--- config.mk ---
export PLATFORM = sky130hd
export DESIGN_NAME = rtc_calendar_core
export DESIGN_NICKNAME = d
export VERILOG_FILES = /design/src/rtl/rtc_cal_pkg.sv /design/src/rtl/rtc_month_len.sv /design/src/rtl/rtc_bcd_field.sv /design/src/rtl/rtc_calendar_core.sv
export SDC_FILE = /design/constraint.sdc
export NUM_CORES = 1
export LEC_CHECK = 0
export BUFFER_PORTS_ARGS = -buffer_cell sky130_fd_sc_hd__buf_2
export CORE_ASPECT_RATIO = 1.2
export CORE_MARGIN = 2
export CORE_UTILIZATION = 64
export CTS_BUF_LIST = sky130_fd_sc_hd__clkbuf_4 sky130_fd_sc_hd__clkbuf_8
export DETAILED_ROUTE_END_ITERATION = 16
export PLACE_DENSITY_LB_ADDON = 0.2
export RECOVER_POWER = 25
export SLEW_MARGIN = 20
export SYNTH_ARGS = -nofsm -noshare
export SYNTH_HDL_FRONTEND = slang
export SYNTH_SLANG_ARGS = --single-unit
--- constraint.sdc ---
create_clock -name clk -period 3.7 [get_ports clk]
set_input_delay 0.185 -clock clk [delete_from_list [all_inputs] [get_ports clk]]
set_output_delay 0.185 -clock clk [all_outputs]
set_load 0.01 [all_outputs]
--- src/rtl/rtc_cal_pkg.sv ---
package rtc_cal_pkg;
  localparam int DATA_W = 8;
  localparam int ADDR_W = 4;
  localparam int NFIELD = 7;
  localparam int FIELD_BASE = 2;
  localparam logic [ADDR_W-1:0] ADDR_CTRL = 4'h0;
  localparam logic [DATA_W-1:0] CTRL_MASK = 8'hA6;
  localparam logic [DATA_W-1:0] SRST_PAT = 8'h58;
  localparam int STOP_BIT = 5;
  localparam int FLAG_BIT = 7;

  // field index: 0 sec, 1 min, 2 hour, 3 day, 4 weekday, 5 month, 6 year
  localparam int F_DAY = 3;

  function automatic logic [DATA_W-1:0] field_mask(input int i);
    case (i)
      0, 1:    return 8'h7F;
      2, 3:    return 8'h3F;
      4:       return 8'h07;
      5:       return 8'h1F;
      default: return 8'hFF;
    endcase
  endfunction

  function automatic logic [DATA_W-1:0] field_first(input int i);
    return (i == 3 || i == 5) ? 8'h01 : 8'h00;
  endfunction

  function automatic logic [DATA_W-1:0] field_last(input int i);
    case (i)
      0, 1:    return 8'h59;
      2:       return 8'h23;
      4:       return 8'h06;
      5:       return 8'h12;
      default: return 8'h99;
    endcase
  endfunction

  function automatic logic [DATA_W-1:0] bcd_inc(input logic [DATA_W-1:0] v);
    if (v[3:0] >= 4'd9) return {v[7:4] + 4'd1, 4'h0};
    return {v[7:4], v[3:0] + 4'd1};
  endfunction
endpackage

--- src/rtl/rtc_month_len.sv ---
module rtc_month_len
  import rtc_cal_pkg::*;
(
  input  logic [DATA_W-1:0] month,
  input  logic [DATA_W-1:0] year,
  output logic [DATA_W-1:0] last_day
);
  logic [DATA_W-1:0] year_bin;
  logic              leap;

  always_comb begin
    year_bin = ({4'h0, year[7:4]} * 8'd10) + {4'h0, year[3:0]};
    leap     = (year_bin % 8'd4) == 8'd0;
    case (month)
      8'h02:                      last_day = leap ? 8'h29 : 8'h28;
      8'h04, 8'h06, 8'h09, 8'h11: last_day = 8'h30;
      default:                    last_day = 8'h31;
    endcase
  end
endmodule

--- src/rtl/rtc_bcd_field.sv ---
module rtc_bcd_field
  import rtc_cal_pkg::*;
#(
  parameter logic [DATA_W-1:0] FIRST   = '0,
  parameter logic [DATA_W-1:0] RST_VAL = '0
) (
  input  logic              clk,
  input  logic              rst_n,
  input  logic              soft_rst,
  input  logic              load,
  input  logic [DATA_W-1:0] ld_val,
  input  logic              step,
  input  logic [DATA_W-1:0] last,
  output logic [DATA_W-1:0] value,
  output logic              at_last
);
  assign at_last = value >= last;

  always_ff @(posedge clk or negedge rst_n) begin
    if (!rst_n)        value <= RST_VAL;
    else if (soft_rst) value <= RST_VAL;
    else if (load)     value <= ld_val;
    else if (step)     value <= at_last ? FIRST : bcd_inc(value);
  end

  // a stepped field at its last value restarts at its first value
  a_r4_wrap_first: assert property (@(posedge clk) disable iff (!rst_n)
    step && at_last && !load && !soft_rst |=> value == FIRST);
  // no step, no load, no reset -> field holds
  a_r8_hold: assert property (@(posedge clk) disable iff (!rst_n)
    !step && !load && !soft_rst |=> $stable(value));
  // a load stores the written value even when a step coincides
  a_r9_load_wins: assert property (@(posedge clk) disable iff (!rst_n)
    load && !soft_rst |=> value == $past(ld_val));
endmodule

--- src/rtl/rtc_calendar_core.sv ---
module rtc_calendar_core
  import rtc_cal_pkg::*;
(
  input  logic              clk,
  input  logic              rst_n,
  input  logic              tick_1hz,
  input  logic              wr_en,
  input  logic [ADDR_W-1:0] addr,
  input  logic [DATA_W-1:0] wdata,
  output logic [DATA_W-1:0] rdata
);
  localparam logic [ADDR_W-1:0] ADDR_FIRST = ADDR_W'(FIELD_BASE);
  localparam logic [ADDR_W-1:0] ADDR_LAST  = ADDR_W'(FIELD_BASE + NFIELD - 1);

  logic [DATA_W-1:0] ctrl_q;
  logic              flag_q;
  logic              soft_rst, time_wr, sec_wr, tick_en;
  logic [DATA_W-1:0] val_v  [NFIELD];
  logic [DATA_W-1:0] last_v [NFIELD];
  logic [NFIELD-1:0] at_last_v;
  logic [NFIELD-1:0] step_v;
  logic [DATA_W-1:0] day_last;
  logic              c_min, c_hr, c_day, c_mon, c_yr;

  assign soft_rst = wr_en && (addr == ADDR_CTRL) && ((wdata & SRST_PAT) == SRST_PAT);
  assign time_wr  = wr_en && (addr >= ADDR_FIRST) && (addr <= ADDR_LAST);
  assign sec_wr   = wr_en && (addr == ADDR_FIRST);
  assign tick_en  = tick_1hz && !ctrl_q[STOP_BIT] && !time_wr;

  // carry chain: weekday steps with the day
  assign c_min  = tick_en & at_last_v[0];
  assign c_hr   = c_min   & at_last_v[1];
  assign c_day  = c_hr    & at_last_v[2];
  assign c_mon  = c_day   & at_last_v[3];
  assign c_yr   = c_mon   & at_last_v[5];
  assign step_v = {c_yr, c_mon, c_day, c_day, c_hr, c_min, tick_en};

  rtc_month_len u_mlen (
    .month    (val_v[5]),
    .year     (val_v[6]),
    .last_day (day_last)
  );

  for (genvar i = 0; i < NFIELD; i++) begin : g_field
    if (i == F_DAY) begin : g_dyn
      assign last_v[i] = day_last;
    end else begin : g_fix
      assign last_v[i] = field_last(i);
    end
    rtc_bcd_field #(
      .FIRST   (field_first(i)),
      .RST_VAL (field_first(i))
    ) u_fld (
      .clk      (clk),
      .rst_n    (rst_n),
      .soft_rst (soft_rst),
      .load     (wr_en && (addr == ADDR_W'(FIELD_BASE + i))),
      .ld_val   (wdata & field_mask(i)),
      .step     (step_v[i]),
      .last     (last_v[i]),
      .value    (val_v[i]),
      .at_last  (at_last_v[i])
    );
  end

  always_ff @(posedge clk or negedge rst_n) begin
    if (!rst_n) begin
      ctrl_q <= '0;
      flag_q <= 1'b1;
    end else if (soft_rst) begin
      ctrl_q <= '0;
      flag_q <= 1'b1;
    end else begin
      if (wr_en && addr == ADDR_CTRL) ctrl_q <= wdata & CTRL_MASK;
      if (sec_wr && !wdata[FLAG_BIT]) flag_q <= 1'b0;
    end
  end

  always_comb begin
    rdata = '0;
    if (addr == ADDR_CTRL) rdata = ctrl_q;
    else if (addr == ADDR_FIRST) rdata = {flag_q, val_v[0][6:0]};
    else begin
      for (int i = 1; i < NFIELD; i++)
        if (addr == ADDR_W'(FIELD_BASE + i)) rdata = val_v[i];
    end
  end

  // the flag only falls after a seconds write carrying bit 7 = 0
  a_r10_flag_clear: assert property (@(posedge clk) disable iff (!rst_n)
    $fell(flag_q) |-> $past(sec_wr && !wdata[FLAG_BIT]));
  // software reset leaves control cleared and the flag set
  a_r11_soft_defaults: assert property (@(posedge clk) disable iff (!rst_n)
    soft_rst |=> flag_q && ctrl_q == '0 && val_v[0] == '0);
  // stopped and not written -> seconds do not move
  a_r8_stop_freeze: assert property (@(posedge clk) disable iff (!rst_n)
    ctrl_q[STOP_BIT] && !wr_en |=> $stable(val_v[0]));
  // weekday stepping from its last value returns to 0
  a_r5_wd_wrap: assert property (@(posedge clk) disable iff (!rst_n)
    step_v[4] && at_last_v[4] && !wr_en |=> val_v[4] == '0);
  // year stepping from 99 returns to 00
  a_r7_year_wrap: assert property (@(posedge clk) disable iff (!rst_n)
    c_yr && at_last_v[6] && !wr_en |=> val_v[6] == '0);
endmodule

Word level (Yosys, flattened, before mapping). Cells that the tools add are included.

Register bits: 65. Latch bits: 0. Bits in writable memories: 0. ROM bits: 0. Input port bits: 16. Memories kept: 0.

Add/subtract/negate cells: 15. Multipliers: 1. Divide/modulo/power cells: 0. Order comparisons: 16. Equality and inequality tests: 13. Shift operators: 0. Multiplexer cells: 84. Bitwise gates (word level): 5. Reductions and logical operators: 43.

Operators by type and width (number): 8-bit 2-to-1 mux (52); 4-bit by 1-bit adder with 4-bit output (second input constant) (14); 1-bit 2-to-1 mux (31); 4-bit >= comparator (second input constant) (7); 4-bit nonzero test (7); 3-bit nonzero test (7); 4-bit by 3-bit equality test with 1-bit output (second input constant) (4); 8-bit by 3-bit equality test with 1-bit output (second input constant) (2); 8-bit by 7-bit >= comparator with 1-bit output (second input constant) (2); 8-bit one-hot mux with 2 select lines (1); 1-bit logical AND (14); 2-bit AND reduction (7); 4-bit by 2-bit equality test with 1-bit output (second input constant) (2); 8-bit by 2-bit equality test with 1-bit output (second input constant) (1); 8-bit by 4-bit equality test with 1-bit output (second input constant) (1); 8-bit by 5-bit equality test with 1-bit output (second input constant) (1); 8-bit by 3-bit >= comparator with 1-bit output (second input constant) (1); 8-bit by 5-bit >= comparator with 1-bit output (second input constant) (1); 8-bit by 6-bit >= comparator with 1-bit output (second input constant) (1); 8-bit >= comparator (1); 8-bit >= comparator (second input constant) (1); 8-bit zero test (1); 1-bit bitwise AND (5); 4-bit equality test (second input constant) (1); 9 further kinds (12).

Logic depth before layout (Yosys ltp). Gate-level depths: netlist of the first run.

Word-level depth: 18. Gate-level depth with buffers: 14.

Hierarchy. A second synthesis of the first run with hierarchy kept.

Cells, all modules: 826. Area, all modules: 6874.1 µm².

Modules (own cells, without submodules): rtc_bcd_field at g_field[0].u_fld ... (instances 5, cells each 91, area an instance 805.8 µm², sequential area each 200.2 µm²); rtc_bcd_field at g_field[3].u_fld ... (instances 2, cells each 95, area an instance 798.3 µm², sequential area each 201.4 µm²); rtc_calendar_core (instances 1, cells each 159, area an instance 1088.5 µm², sequential area each 126.4 µm²); rtc_month_len (instances 1, cells each 22, area an instance 160.2 µm², sequential area each 0.0 µm²).

Worst setup path before layout of the first run. OpenSTA, ideal clock, no wires.

Path kind: reg-to-reg. From: reg g_field[5].u_fld.value[0]. To: reg g_field[6].u_fld.value[6]. Setup time: 0.128 ns. Arrival: 2.893 ns. Required time: 3.572 ns. Setup slack: 0.680 ns. Cell stages (with the launch flop): 15. Buffers on the path: 0. Period minus slack after synthesis: 3.020 ns. Path through: dfstp_2 inv_1 ha_1 o211ai_1 a21oi_1 a31oi_1 nor3_1 a21oi_1 ha_1 nor2_1 a31oi_1 o21ai_0 nor2_2 a21oi_1 mux2_1.

Word-level cells in the longest chain between the ends: 8. Elaborated cells on any way between the ends: 13.

RTL lines: start: declaration (line rtc_bcd_field.sv:14) `output logic [DATA_W-1:0] value,`; start signal: assignment (line rtc_bcd_field.sv:22) `else if (load) value <= ld_val;`; start signal: assignment (line rtc_bcd_field.sv:23) `else if (step) value <= at_last ? FIRST : bcd_inc(value);`; 8-bit by 3-bit equality test with 1-bit output, or another cell as far along (line rtc_month_len.sv:14) `case (month)`; 4-bit OR reduction (line rtc_month_len.sv:14); 8-bit one-hot mux with 2 select lines (line rtc_month_len.sv:14); 8-bit >= comparator (line rtc_bcd_field.sv:17) `assign at_last = value >= last;`; 1-bit bitwise AND (line rtc_calendar_core.sv:34) `assign c_mon = c_day & at_last_v[3];`; 1-bit bitwise AND * (line rtc_calendar_core.sv:35) `assign c_yr = c_mon & at_last_v[5];`; 3-bit nonzero test (no line) *; 2-bit AND reduction (no line) *; end signal: assignment (line rtc_bcd_field.sv:22); end signal: assignment (line rtc_bcd_field.sv:23); end: declaration (line rtc_bcd_field.sv:14).

Every way passes the cells marked *; elsewhere a longest branch is shown, timed or not. A chain may end at the register's enable or synchronous reset.

Worst setup path after layout of the first run.
From: reg g_field[5].u_fld.value[1]. To: reg g_field[6].u_fld.value[6].

The elaborated chain is that of the path after synthesis.

==> impl_metrics.json, run 1 <==
{
  "synth_seq_area_share_pct": 31.0,
  "leakage_nw": 2.32,
  "drt-pass1-iter-count": 6,
  "die_width_um": 84.1,
  "routed_via_density": 6.92,
  "floorplan.die.height_um": 100,
  "layout.cells.non_filler": 727,
  "tightestPinTransition_ns": 1.51,
  "ant_nets": 0,
  "synth_async_sr_flop_share_pct": 100,
  "cellPowerDensity_mw_per_mm2": 499,
  "cp_data_required_time_ns": 3.93,
  "global_route_wire_length_before_repair_um": 23800,
  "layout.area.seq_mm2": 0.00153,
  "remaining_drc_errors": 0,
  "rsz0062_at_grt": "no",
  "holdCritPathClass": "primary input to flop",
  "grtUsageTotal_pct": 36.0,
  "design.final.nets": 689,
  "synth.most_common_cell": "sky130_fd_sc_hd__nand2_1",
  "syn_area_mm2": 0.00493,
  "clock_insertion_delay_worst_skew_ns": 0.35,
  "detailedRoute.firstIterationViolations": 621,
  "criticalPathCategory": "flop to flop",
  "peakVddDrop_uv": 351,
  "violations": "max-capacitance violations, max-slew violations",
  "post-route-min-period_ns": 3.34,
  "number_of_global_route_vias_before_repair": 4681,
  "netlist.top_cell.by_area": "sky130_fd_sc_hd__dfrtp_1",
  "crit_path_start_kind": "flop",
  "gpl_wtd_cong": 1.03,
  "worstPathMaxFanout": 7,
  "cts_htree_levels": 3,
  "max_cap_violations": 1,
  "cell_count_after_placement": 711,
  "grt_max_degree": 35,
  "post_route_cells_drive_above_1_share_pct": 9.61,
  "synth_edf_count": 0,
  "clock-skew-final_ns": 0.0143,
  "grt-ovfl-total": 0,
  "postRouteWirelength_um": 14800,
  "setup.worst_path.end_class": "flop",
  "synth-seq-cells": 61,
  "tns_ns": 0,
  "die-area_mm2": 0.00843,
  "slew-limit-headroom_pct": -0.489,
  "cts_sinks": 61,
  "antenna_found_initial": 0,
  "fill_count": 633,
  "number_of_distinct_library_cells_after_synthesis": 74,
  "clk_root_buffer_cell": "sky130_fd_sc_hd__clkbuf_8",
  "finalHoldViolations": 0,
  "worst_path_clk_slew_ns": 0.07,
  "syn_avg_cell_area_um2": 8.04,
  "synth.cells.most_frequent": "sky130_fd_sc_hd__nand2_1, sky130_fd_sc_hd__dfrtp_1, sky130_fd_sc_hd__nor2_1, sky130_fd_sc_hd__a21oi_1, sky130_fd_sc_hd__o21ai_0",
  "worst_path_arrival_ns": 3.57,
  "start_util_pct": 65.1,
  "clk_path_buf_depth": 2,
  "cts_made_buffers": 9,
  "num_rows": 35,
  "synth_nets": 671,
  "area_growth_pct": 7.03,
  "ys.warnings.count": 0,
  "top_ff_cell_synth": "sky130_fd_sc_hd__dfrtp_1",
  "finalCritPeriodShare_pct": 90.1,
  "routed-via-count": 5031,
  "detail_route.wl_per_cell_um": 20.4,
  "multiInputGateArea_mm2": 0.00317,
  "setup_violations": 0,
  "dp_hpwl_um": 10700,
  "synth.top_cells.by_area": "sky130_fd_sc_hd__dfrtp_1, sky130_fd_sc_hd__ha_1, sky130_fd_sc_hd__a21oi_1, sky130_fd_sc_hd__o21ai_0, sky130_fd_sc_hd__nand2_1",
  "insertedDiodeCount": 0,
  "design.portCount": 24,
  "cts.repair_timing.setup_buffer_count": 0,
  "fp.coreArea_mm2": 0.00758,
  "result_of_the_run": "finished with violations",
  "syn_inst": 613,
  "synthDominantCellAreaShare_pct": 29.4,
  "port-buffer-count": 23,
  "tritoncts_clock_tree": "built",
  "slew_violations": 29,
  "fmax_ghz": 0.300
}
-- registers in the layout, summed over array words and instances (netlist names) --
register,flops
g_field.u_fld.value,56
flag_q,1
ctrl_q,4
-- per-layer routing --
layer | vias up | GRT usage (%) | share of wire [%] | wire length [µm]
met5 | - | 0 | 0 | 0
met4 | 0 | 16.4 | 4.5 | 661
met3 | 60 | 6.99 | 9.3 | 1370
met2 | 303 | 58.0 | 47 | 6920
met1 | 2365 | 47.1 | 40 | 5880
li1 | 2303 | - | - | -
-- worst paths after layout --
kind                                           start                         to  slack [ns]  depth (start not counted)
max                        g_field[5].u_fld.value[1]  g_field[6].u_fld.value[6]        0.36                         14
min                                         wdata[7]                  ctrl_q[7]         0.1                          3
max reg2reg                g_field[5].u_fld.value[1]  g_field[6].u_fld.value[6]        0.36                         14
min reg2reg                                ctrl_q[7]                  ctrl_q[7]        0.49                          2
max in group asynchronous                      rst_n  g_field[2].u_fld.value[3]        1.34                          3
min in group asynchronous                      rst_n  g_field[6].u_fld.value[0]        0.73                          2
-- layout make-up --
class	count	area share (%)
repair buffers	29	2.99
clock buffers	13	3.03
clock inverters	2	0.190
flip-flops and latches	61	29.0
inverters	36	2.56
well taps	92	2.18
multi-input cells	494	60.1
-- power breakdown --
group,total (mW),internal [mW],switching [mW]
Clock,0.538,0.278,0.260
Sequential,1.08,0.826,0.255
Combinational,1.01,0.408,0.603
Total,2.63,1.51,1.12
-- cell families after synthesis --
kind of cell             Yosys count  share of synthesized area (%)
buffers and inverters             58                           4.69
AO/OA/AOI/OAI                    213                           28.3
XOR/XNOR                           3                          0.533
multiplexers                       7                           1.52
adder cells (fa/ha/maj)           42                           10.7
flip-flops                        61                           31.0
AND/OR/NAND/NOR                  229                           23.2
-- layout by cell type, fill, tap and decap left out, drive strengths merged, types with 4 or more instances in the layout --
| cell | n |
|---|---|
| a22oi | 8 |
| nor3b | 7 |
| mux2 | 4 |
| nand3 | 29 |
| nor3 | 21 |
| nand2b | 9 |
| buf | 25 |
| nand2 | 64 |
| nor2 | 56 |
| o22ai | 8 |
| o21ai | 55 |
| a31o | 4 |
| a21oi | 51 |
| a31oi | 12 |
| a2bb2oi | 6 |
| ha | 42 |
| o221ai | 5 |
| clkbuf | 16 |
| a221oi | 5 |
| o211ai | 5 |
| a22o | 8 |
| dfrtp | 58 |
| inv | 36 |
| or3 | 5 |
| nor2b | 8 |
| nand4 | 4 |
| o31ai | 7 |
| or2 | 7 |
| a211oi | 11 |
-- worst max-delay path, cell delays in order, from the launching register on --
cell                       delay [ns]
sky130_fd_sc_hd__dfrtp_1         0.47
sky130_fd_sc_hd__inv_1           0.14
sky130_fd_sc_hd__ha_1            0.26
sky130_fd_sc_hd__nand3b_1        0.10
sky130_fd_sc_hd__a21oi_1         0.13
sky130_fd_sc_hd__a31oi_1         0.06
sky130_fd_sc_hd__nor3_1          0.22
sky130_fd_sc_hd__nor2_1          0.09
sky130_fd_sc_hd__ha_1            0.31
sky130_fd_sc_hd__nand3_1         0.08
sky130_fd_sc_hd__a31oi_1         0.35
sky130_fd_sc_hd__o21ai_1         0.22
sky130_fd_sc_hd__nor2_2          0.23
sky130_fd_sc_hd__a21oi_1         0.18
sky130_fd_sc_hd__mux2_1          0.38
-- through the flow --
step | power, mW | hold WS, ns | util [%] | setup WS, ns | instance area [µm²]
3_5_place_dp | 2.06 | 0.240 | 67.3 | 0.345 | 5100
4_1_cts | 2.61 | 0.0880 | 69.7 | 0.306 | 5280
5_1_grt | 2.81 | 0.0943 | 69.7 | 0.0865 | 5280
6_report | 2.63 | 0.0999 | 69.7 | 0.365 | 5280
2_1_floorplan | 1.75 | -0.111 | - | 0.680 | 4930
3_3_place_gp | 2.01 | 0.226 | 67.3 | 0.435 | 5100
-- timing repair --
action | CTS | global route
hold endpoints to repair | 26 | 0
resized for setup | 0 | 1
setup endpoints to repair | 0 | 1
hold buffers | 1 | 0
(Power assumes the default switching activity.)
==> run 2: changes to the inputs <==
--- a/config.mk
+++ b/config.mk
@@ -5,6 +5,7 @@
 export SDC_FILE = /design/constraint.sdc
 export NUM_CORES = 1
 export LEC_CHECK = 0
+export ABC_CLOCK_PERIOD_IN_PS = 3700
 export BUFFER_PORTS_ARGS = -buffer_cell sky130_fd_sc_hd__buf_2
 export CORE_ASPECT_RATIO = 1.2
 export CORE_MARGIN = 2
@@ -13,6 +14,7 @@
 export DETAILED_ROUTE_END_ITERATION = 16
 export PLACE_DENSITY_LB_ADDON = 0.2
 export RECOVER_POWER = 25
+export REMOVE_ABC_BUFFERS = 1
 export SLEW_MARGIN = 20
 export SYNTH_ARGS = -nofsm -noshare
 export SYNTH_HDL_FRONTEND = slang
==> run 2 against run 1 <==
The flow still finishes with violations (max-capacitance violations, max-slew violations). Flip-flop and latch count is the same. Combinational power is essentially flat. Register-to-register slack worse by 0.08 ns. Worst setup slack lost 0.084 ns. Via count is 1.1% lower. Non-clock buffer count unchanged. First-iteration DRC count shrank 2.1%. Sequential share of layout area is 0.43 points lower. Routed wire length is 0.34% lower. Total power grew 8.3%.
==> impl_metrics.json, run 2 (synthesized netlist as in run 1, its figures left out) <==
{
  "slew_violations": 31,
  "slack_of_the_worst_reg_to_reg_path_ns": 0.28,
  "worstPathMaxFanout": 5,
  "postRouteWirelength_um": 14800,
  "ant_nets": 0,
  "tightestPinTransition_ns": 1.62,
  "antenna_found_initial": 0,
  "slowest_stage": "sky130_fd_sc_hd__dfstp_2",
  "cts_made_buffers": 9,
  "rsz0062_at_grt": "no",
  "finalHoldViolations": 0,
  "p_total_mw": 2.85,
  "port-buffer-count": 23,
  "worst_path_arrival_ns": 3.65,
  "layout.cells.non_filler": 728,
  "global_route_wire_length_before_repair_um": 23800,
  "insertedDiodeCount": 0,
  "cell_count_after_placement": 711,
  "cellPowerDensity_mw_per_mm2": 532,
  "setup.worst_path.end_class": "flop",
  "routed_via_density": 6.83,
  "hold-path-endpoint": "flag_q",
  "worst_path_clk_slew_ns": 0.07,
  "gpl_wtd_cong": 1.03,
  "grtUsageTotal_pct": 35.9,
  "fp.coreArea_mm2": 0.00758,
  "setup_violations": 0,
  "dpl_worst_slack_ns": 0.261,
  "die-area_mm2": 0.00843,
  "crit_path_start_kind": "flop",
  "number_of_global_route_vias_before_repair": 4775,
  "hold_path_startpoint": "wdata[7]",
  "detail_route.wl_per_cell_um": 20.3,
  "final_cell_mix": "sky130_fd_sc_hd__nand2_1, sky130_fd_sc_hd__dfrtp_1, sky130_fd_sc_hd__nor2_1, sky130_fd_sc_hd__a21oi_1, sky130_fd_sc_hd__o21ai_0",
  "critical_path.cell_chain": "inv_1, ha_1, o211ai_1, a21oi_1, a31oi_1, nor3_1, a21oi_1, ha_1, nor2_1, a31oi_1, o21ai_1, nor2_2, a21oi_1, mux2_1",
  "die_width_um": 84.1,
  "worst_r2r_endpoint": "g_field[6].u_fld.value[6]",
  "start_util_pct": 65.1,
  "clk_path_buf_depth": 2,
  "largest_register_ffs": 56,
  "drt-pass1-iter-count": 8,
  "post_route_cells_drive_above_1_share_pct": 9.75,
  "peakVddDrop_uv": 386,
  "layout_top_registers": "g_field.u_fld.value: 56 flops, ctrl_q: 4 flops, flag_q: 1 flops",
  "clock_insertion_delay_worst_skew_ns": 0.35,
  "grtUsageMet1_pct": 45.0,
  "fill_count": 610,
  "layout.area.seq_mm2": 0.00153,
  "detailedRoute.firstIterationViolations": 608,
  "path_common_cell": "sky130_fd_sc_hd__a21oi_1",
  "violations": "max-capacitance violations, max-slew violations",
  "design.portCount": 24,
  "final_common_cell": "sky130_fd_sc_hd__nand2_1",
  "tns_ns": 0,
  "routed-via-count": 4974,
  "grt-ovfl-total": 0,
  "worst_reg2reg_path_depth": 14,
  "final.setup.worst_slack_ns": 0.281,
  "groute.layer.met2.usage_pct": 58.5,
  "leakage_nw": 2.35,
  "criticalPathCategory": "flop to flop",
  "post-route-min-period_ns": 3.42,
  "num_rows": 35,
  "remaining_drc_errors": 0,
  "result_of_the_run": "finished with violations",
  "dp_hpwl_um": 10700,
  "globalRoute.busiestLayer": "met2",
  "clock-skew-final_ns": 0.00993,
  "area_growth_pct": 8.65,
  "globalRouteMet3Util_pct": 7.24,
  "cts_htree_levels": 3,
  "clk_root_buffer_cell": "sky130_fd_sc_hd__clkbuf_8",
  "cp_data_required_time_ns": 3.94,
  "grt_max_degree": 33,
  "slew-limit-headroom_pct": -7.77,
  "holdCritPathClass": "primary input to flop",
  "holdPathStages": 3,
  "timing.rr.start": "g_field[5].u_fld.value[0]",
  "floorplan.die.height_um": 100,
  "max_cap_violations": 1,
  "fmax_ghz": 0.292,
  "top_register": "g_field.u_fld.value",
  "critical_path.max_stage_delay_ns": 0.58,
  "finalCritPeriodShare_pct": 92.4,
  "multiInputGateArea_mm2": 0.00317,
  "tritoncts_clock_tree": "built",
  "cts_sinks": 61,
  "design.final.nets": 689
}
-- run 2: cell types whose count changed in the layout (fill, tap and decap cells not counted), sizes merged --
| cell | change |
|---|---|
| buf | +1 |
| bufinv | +3 |
| clkbuf | -2 |
| clkinv | -1 |
-- run 2: where the power goes --
part           total, mW  internal, mW  leakage, nW  switching, mW
combinational       1.02         0.412         1.45          0.613
sequential          1.07         0.826        0.771          0.245
clock              0.754         0.480        0.127          0.274
-- run 2: worst max-delay path by stage --
stage                               from                         to
2_1_floorplan  g_field[5].u_fld.value[0]  g_field[6].u_fld.value[6]
3_3_place_gp   g_field[5].u_fld.value[0]  g_field[6].u_fld.value[6]
3_5_place_dp   g_field[5].u_fld.value[0]  g_field[6].u_fld.value[6]
4_1_cts        g_field[5].u_fld.value[0]  g_field[6].u_fld.value[6]
5_1_grt        g_field[5].u_fld.value[0]  g_field[6].u_fld.value[6]
6_report       g_field[5].u_fld.value[0]  g_field[6].u_fld.value[6]
-- run 2: stage by stage --
stage	util, %	hold WS, ns	area (µm²)
2_1_floorplan	-	-0.111	4830
3_3_place_gp	67.3	0.242	5100
3_5_place_dp	67.3	0.253	5100
4_1_cts	70.8	0.123	5360
5_1_grt	70.7	0.156	5360
6_report	70.7	0.131	5360
-- run 2: cell type report --
cell class | count | area share (%)
clock buffer | 12 | 2.85
timing repair buffer | 29 | 2.99
clock inverter | 4 | 1.77
sequential | 61 | 28.6
tap | 92 | 2.15
inverter | 36 | 2.52
multi-input combinational | 494 | 59.2
-- run 2: worst max-delay path: cells and delay by family, from the launching register on --
kind	cells	cell delay [ns]
mux	1	0.36
compound gates	7	1.47
simple gates	3	0.30
fa+ha+maj	2	0.49
flops	1	0.58
buf+inv	1	0.11
-- run 2: what timing repair did --
item	in CTS	in global routing
setup buffers	0	0
setup endpoints to repair	0	1
hold endpoints to repair	28	0
gates resized for setup	0	1
hold buffers	1	0
-- run 2: routing by layer --
layer	up-vias	part of all wire, %
met3	61	8.8
li1	2303	-
met4	0	5.1
met2	274	47
met1	2336	39
met5	-	0
==> run 3: changes to the inputs <==
--- a/config.mk
+++ b/config.mk
@@ -5,6 +5,7 @@
 export SDC_FILE = /design/constraint.sdc
 export NUM_CORES = 1
 export LEC_CHECK = 0
+export ABC_AREA = 1
 export ABC_CLOCK_PERIOD_IN_PS = 3700
 export BUFFER_PORTS_ARGS = -buffer_cell sky130_fd_sc_hd__buf_2
 export CORE_ASPECT_RATIO = 1.2
==> run 3 against run 2 <==
The run still ends with max-capacitance violations, max-slew violations left. Clock-buffer cell count decreased by 2. Utilization is 0.23 points lower. Sequential share of layout area rose by 1.5 points. Hold slack worse by 0.025 ns. Clock skew increased by 0.0033 ns. Critical path depth is 1 lower. Final area shrank 4.9%. Maximum frequency up 10%. Clock power decreased by 31%. Critical path type is now primary input to flop. Largest cell class unchanged.
==> impl_metrics.json, run 3 <==
{
  "largest_register_ffs": 56,
  "cts_made_buffers": 9,
  "synth.most_common_cell": "sky130_fd_sc_hd__nand2_1",
  "yosys.area_share.xor_xnor_pct": 2.94,
  "die-area_mm2": 0.00816,
  "post-route-util_pct": 70.5,
  "worstPathMaxFanout": 22,
  "synth_async_sr_flop_share_pct": 100,
  "slew_violations": 28,
  "worst_r2r_endpoint": "g_field[6].u_fld.value[5]",
  "met1Wirelength_um": 5170,
  "die_width_um": 82.8,
  "result_of_the_run": "finished with violations",
  "postRouteWirelength_um": 12700,
  "rsz0062_at_grt": "no",
  "synth-compound-area-share_pct": 16.5,
  "top_ff_cell_synth": "sky130_fd_sc_hd__dfrtp_1",
  "metal2_wl_um": 5910,
  "yosys.area_share.adder_pct": 11.0,
  "remaining_drc_errors": 0,
  "slew-limit-headroom_pct": -4.12,
  "crit_path_start_kind": "primary input",
  "worst_path_clk_slew_ns": 0.06,
  "hold-path-endpoint": "ctrl_q[7]",
  "cts_htree_levels": 3,
  "routed-via-count": 4703,
  "setup.worst_path.end_class": "flop",
  "fp.coreArea_mm2": 0.00723,
  "synth_edf_count": 0,
  "slack_of_the_worst_reg_to_reg_path_ns": 0.71,
  "grt-ovfl-total": 0,
  "top_register": "g_field.u_fld.value",
  "finalCritPeriodShare_pct": 83.7,
  "clk_path_buf_depth": 2,
  "global_route_wire_length_before_repair_um": 21200,
  "detail_route.wl_per_cell_um": 16.1,
  "number_of_global_route_vias_before_repair": 4584,
  "hold_path_startpoint": "wdata[7]",
  "setup_violations": 0,
  "num_rows": 34,
  "critical_path.max_stage_delay_ns": 0.92,
  "grt_max_degree": 36,
  "leakage_nw": 2.69,
  "post_cts.resized_instances": 0,
  "max_cap_violations": 1,
  "fmax_ghz": 0.323,
  "synth_seq_area_share_pct": 32.1,
  "routed_via_density": 5.97,
  "dr_wl_met3_um": 1040,
  "netlist.top_cell.by_area": "sky130_fd_sc_hd__dfrtp_1",
  "final_common_cell": "sky130_fd_sc_hd__nand2_1",
  "cp_data_required_time_ns": 3.92,
  "floorplan.die.height_um": 98.6,
  "critical_path.cell_chain": "buf_2, nor2_1, inv_2, nor2_1, nand2_4, nor2_1, inv_2, nand3_1, inv_2, nand2_2, nand2_1, nand2_1, nand2_1",
  "tightestPinTransition_ns": 1.56,
  "peakVddDrop_uv": 376,
  "tritoncts_clock_tree": "built",
  "ant_nets": 0,
  "syn_inst": 664,
  "tns_ns": 0,
  "syn_area_mm2": 0.00477,
  "design.final.nets": 752,
  "ys.warnings.count": 0,
  "yosys-mux-area-fraction_pct": 0,
  "criticalPathCategory": "primary input to flop",
  "grtUsageTotal_pct": 32.3,
  "design.portCount": 24,
  "detailedRoute.firstIterationViolations": 305,
  "holdCritPathClass": "primary input to flop",
  "cellPowerDensity_mw_per_mm2": 629,
  "violations": "max-capacitance violations, max-slew violations",
  "clock_insertion_delay_worst_skew_ns": 0.35,
  "final_cell_mix": "sky130_fd_sc_hd__nand2_1, sky130_fd_sc_hd__inv_1, sky130_fd_sc_hd__dfrtp_1, sky130_fd_sc_hd__o21ai_0, sky130_fd_sc_hd__nor2_1",
  "finalHoldViolations": 0,
  "layout_top_registers": "g_field.u_fld.value: 56 flops, ctrl_q: 4 flops, flag_q: 1 flops",
  "start_util_pct": 66.0,
  "dp_hpwl_um": 9690,
  "synth-seq-cells": 61,
  "synth.cells.most_frequent": "sky130_fd_sc_hd__nand2_1, sky130_fd_sc_hd__inv_1, sky130_fd_sc_hd__dfrtp_1, sky130_fd_sc_hd__o21ai_0, sky130_fd_sc_hd__nor2_1",
  "synthDominantCellAreaShare_pct": 30.4,
  "antenna_found_initial": 0,
  "worst_reg2reg_path_depth": 17,
  "cts_sinks": 61,
  "gpl_wtd_cong": 0.940,
  "port-buffer-count": 23,
  "synth-simple-area-share_pct": 28.3,
  "slowest_stage": "sky130_fd_sc_hd__nor2_1",
  "drt-pass1-iter-count": 5,
  "synth_top_family_by_area": "simple AND/OR/NAND/NOR gates",
  "timing.rr.start": "g_field[5].u_fld.value[0]",
  "clk_root_buffer_cell": "sky130_fd_sc_hd__clkbuf_8",
  "insertedDiodeCount": 0,
  "clock-skew-final_ns": 0.0132,
  "p_total_mw": 3.21,
  "holdPathStages": 3,
  "post_route_cells_drive_above_1_share_pct": 10.7,
  "synth.top_cells.by_area": "sky130_fd_sc_hd__dfrtp_1, sky130_fd_sc_hd__nand2_1, sky130_fd_sc_hd__ha_1, sky130_fd_sc_hd__inv_1, sky130_fd_sc_hd__o21ai_0",
  "highest-signal-layer": "met4",
  "worst_path_arrival_ns": 3.32,
  "number_of_distinct_library_cells_after_synthesis": 38,
  "syn_avg_cell_area_um2": 7.18,
  "post-route-min-period_ns": 3.10,
  "area_growth_pct": 6.87
}
## run 3: cell count changes after synthesis, sizes merged, moves of 8 or more
cell | previous run | this run
clkbuf | 16 | 0
nand2 | 64 | 176
nand2b | 9 | 0
a211oi | 11 | 0
o22ai | 8 | 24
nor2b | 8 | 0
inv | 36 | 104
a21oi | 51 | 22
a22o | 8 | 0
nor3 | 21 | 8
nand3 | 29 | 47
a31oi | 12 | 1
## run 3: how the worst max path moves through the flow
stage                               from                         to  slack, ns  cells after the start
2_1_floorplan  g_field[5].u_fld.value[0]  g_field[6].u_fld.value[4]       1.21                     17
3_3_place_gp   g_field[5].u_fld.value[0]  g_field[5].u_fld.value[4]       0.98                     16
3_5_place_dp   g_field[5].u_fld.value[0]  g_field[6].u_fld.value[5]       0.81                     17
4_1_cts        g_field[5].u_fld.value[0]  g_field[6].u_fld.value[5]       0.79                     17
5_1_grt                          addr[0]  g_field[5].u_fld.value[4]       0.29                     11
6_report                         addr[0]  g_field[6].u_fld.value[5]       0.60                     13
## run 3: worst max-delay path, delay by kind of cell
family | cells | cell delay (ns)
buffers and inverters | 4 | 0.74
AND/OR/NAND/NOR | 9 | 2.38
## run 3: power breakdown
| group | internal [mW] | switching, mW |
|---|---|---|
| combinational | 0.575 | 0.941 |
| clock | 0.252 | 0.269 |
| sequential | 0.900 | 0.272 |
## run 3: metrics by stage
step,hold slack (ns),instances,area [µm²],worst slack (ns)
after global placement,0.231,772,4960,0.979
after global routing,0.137,788,5100,0.291
final,0.106,788,5100,0.602
after floorplan,-0.111,658,4720,1.21
after CTS,0.104,788,5130,0.788
after detailed placement,0.236,772,4960,0.814
## run 3: routing by layer
metal / GRT usage [%] / vias to the layer above
met2: 53.8 / 200
met1: 39.2 / 2198
met3: 6.37 / 52
met5: 0 / -
met4: 18.2 / 0
li1: - / 2253
## run 3: what timing repair did
item                                   CTS  global route
endpoints found under the hold margin   24             0
setup buffers                            0             0
hold buffers                             1             0
## run 3: logic make-up after synthesis
group                      after synthesis
DFF                                     61
buffers and inverters                  110
adders and majority gates               42
xor gates and xnor gates                16
and+or+nand+nor                        301
AOI/OAI and AO/OA                      134
## run 3: final cells by class
class | count | area (µm²)
Clock buffer | 10 | 138
Sequential cell | 61 | 1530
Multi-Input combinational cell | 493 | 2770
Timing Repair Buffer | 25 | 129
Tap cell | 90 | 113
Fill cell | 623 | 2130
Clock inverter | 5 | 27.5
Inverter | 104 | 390
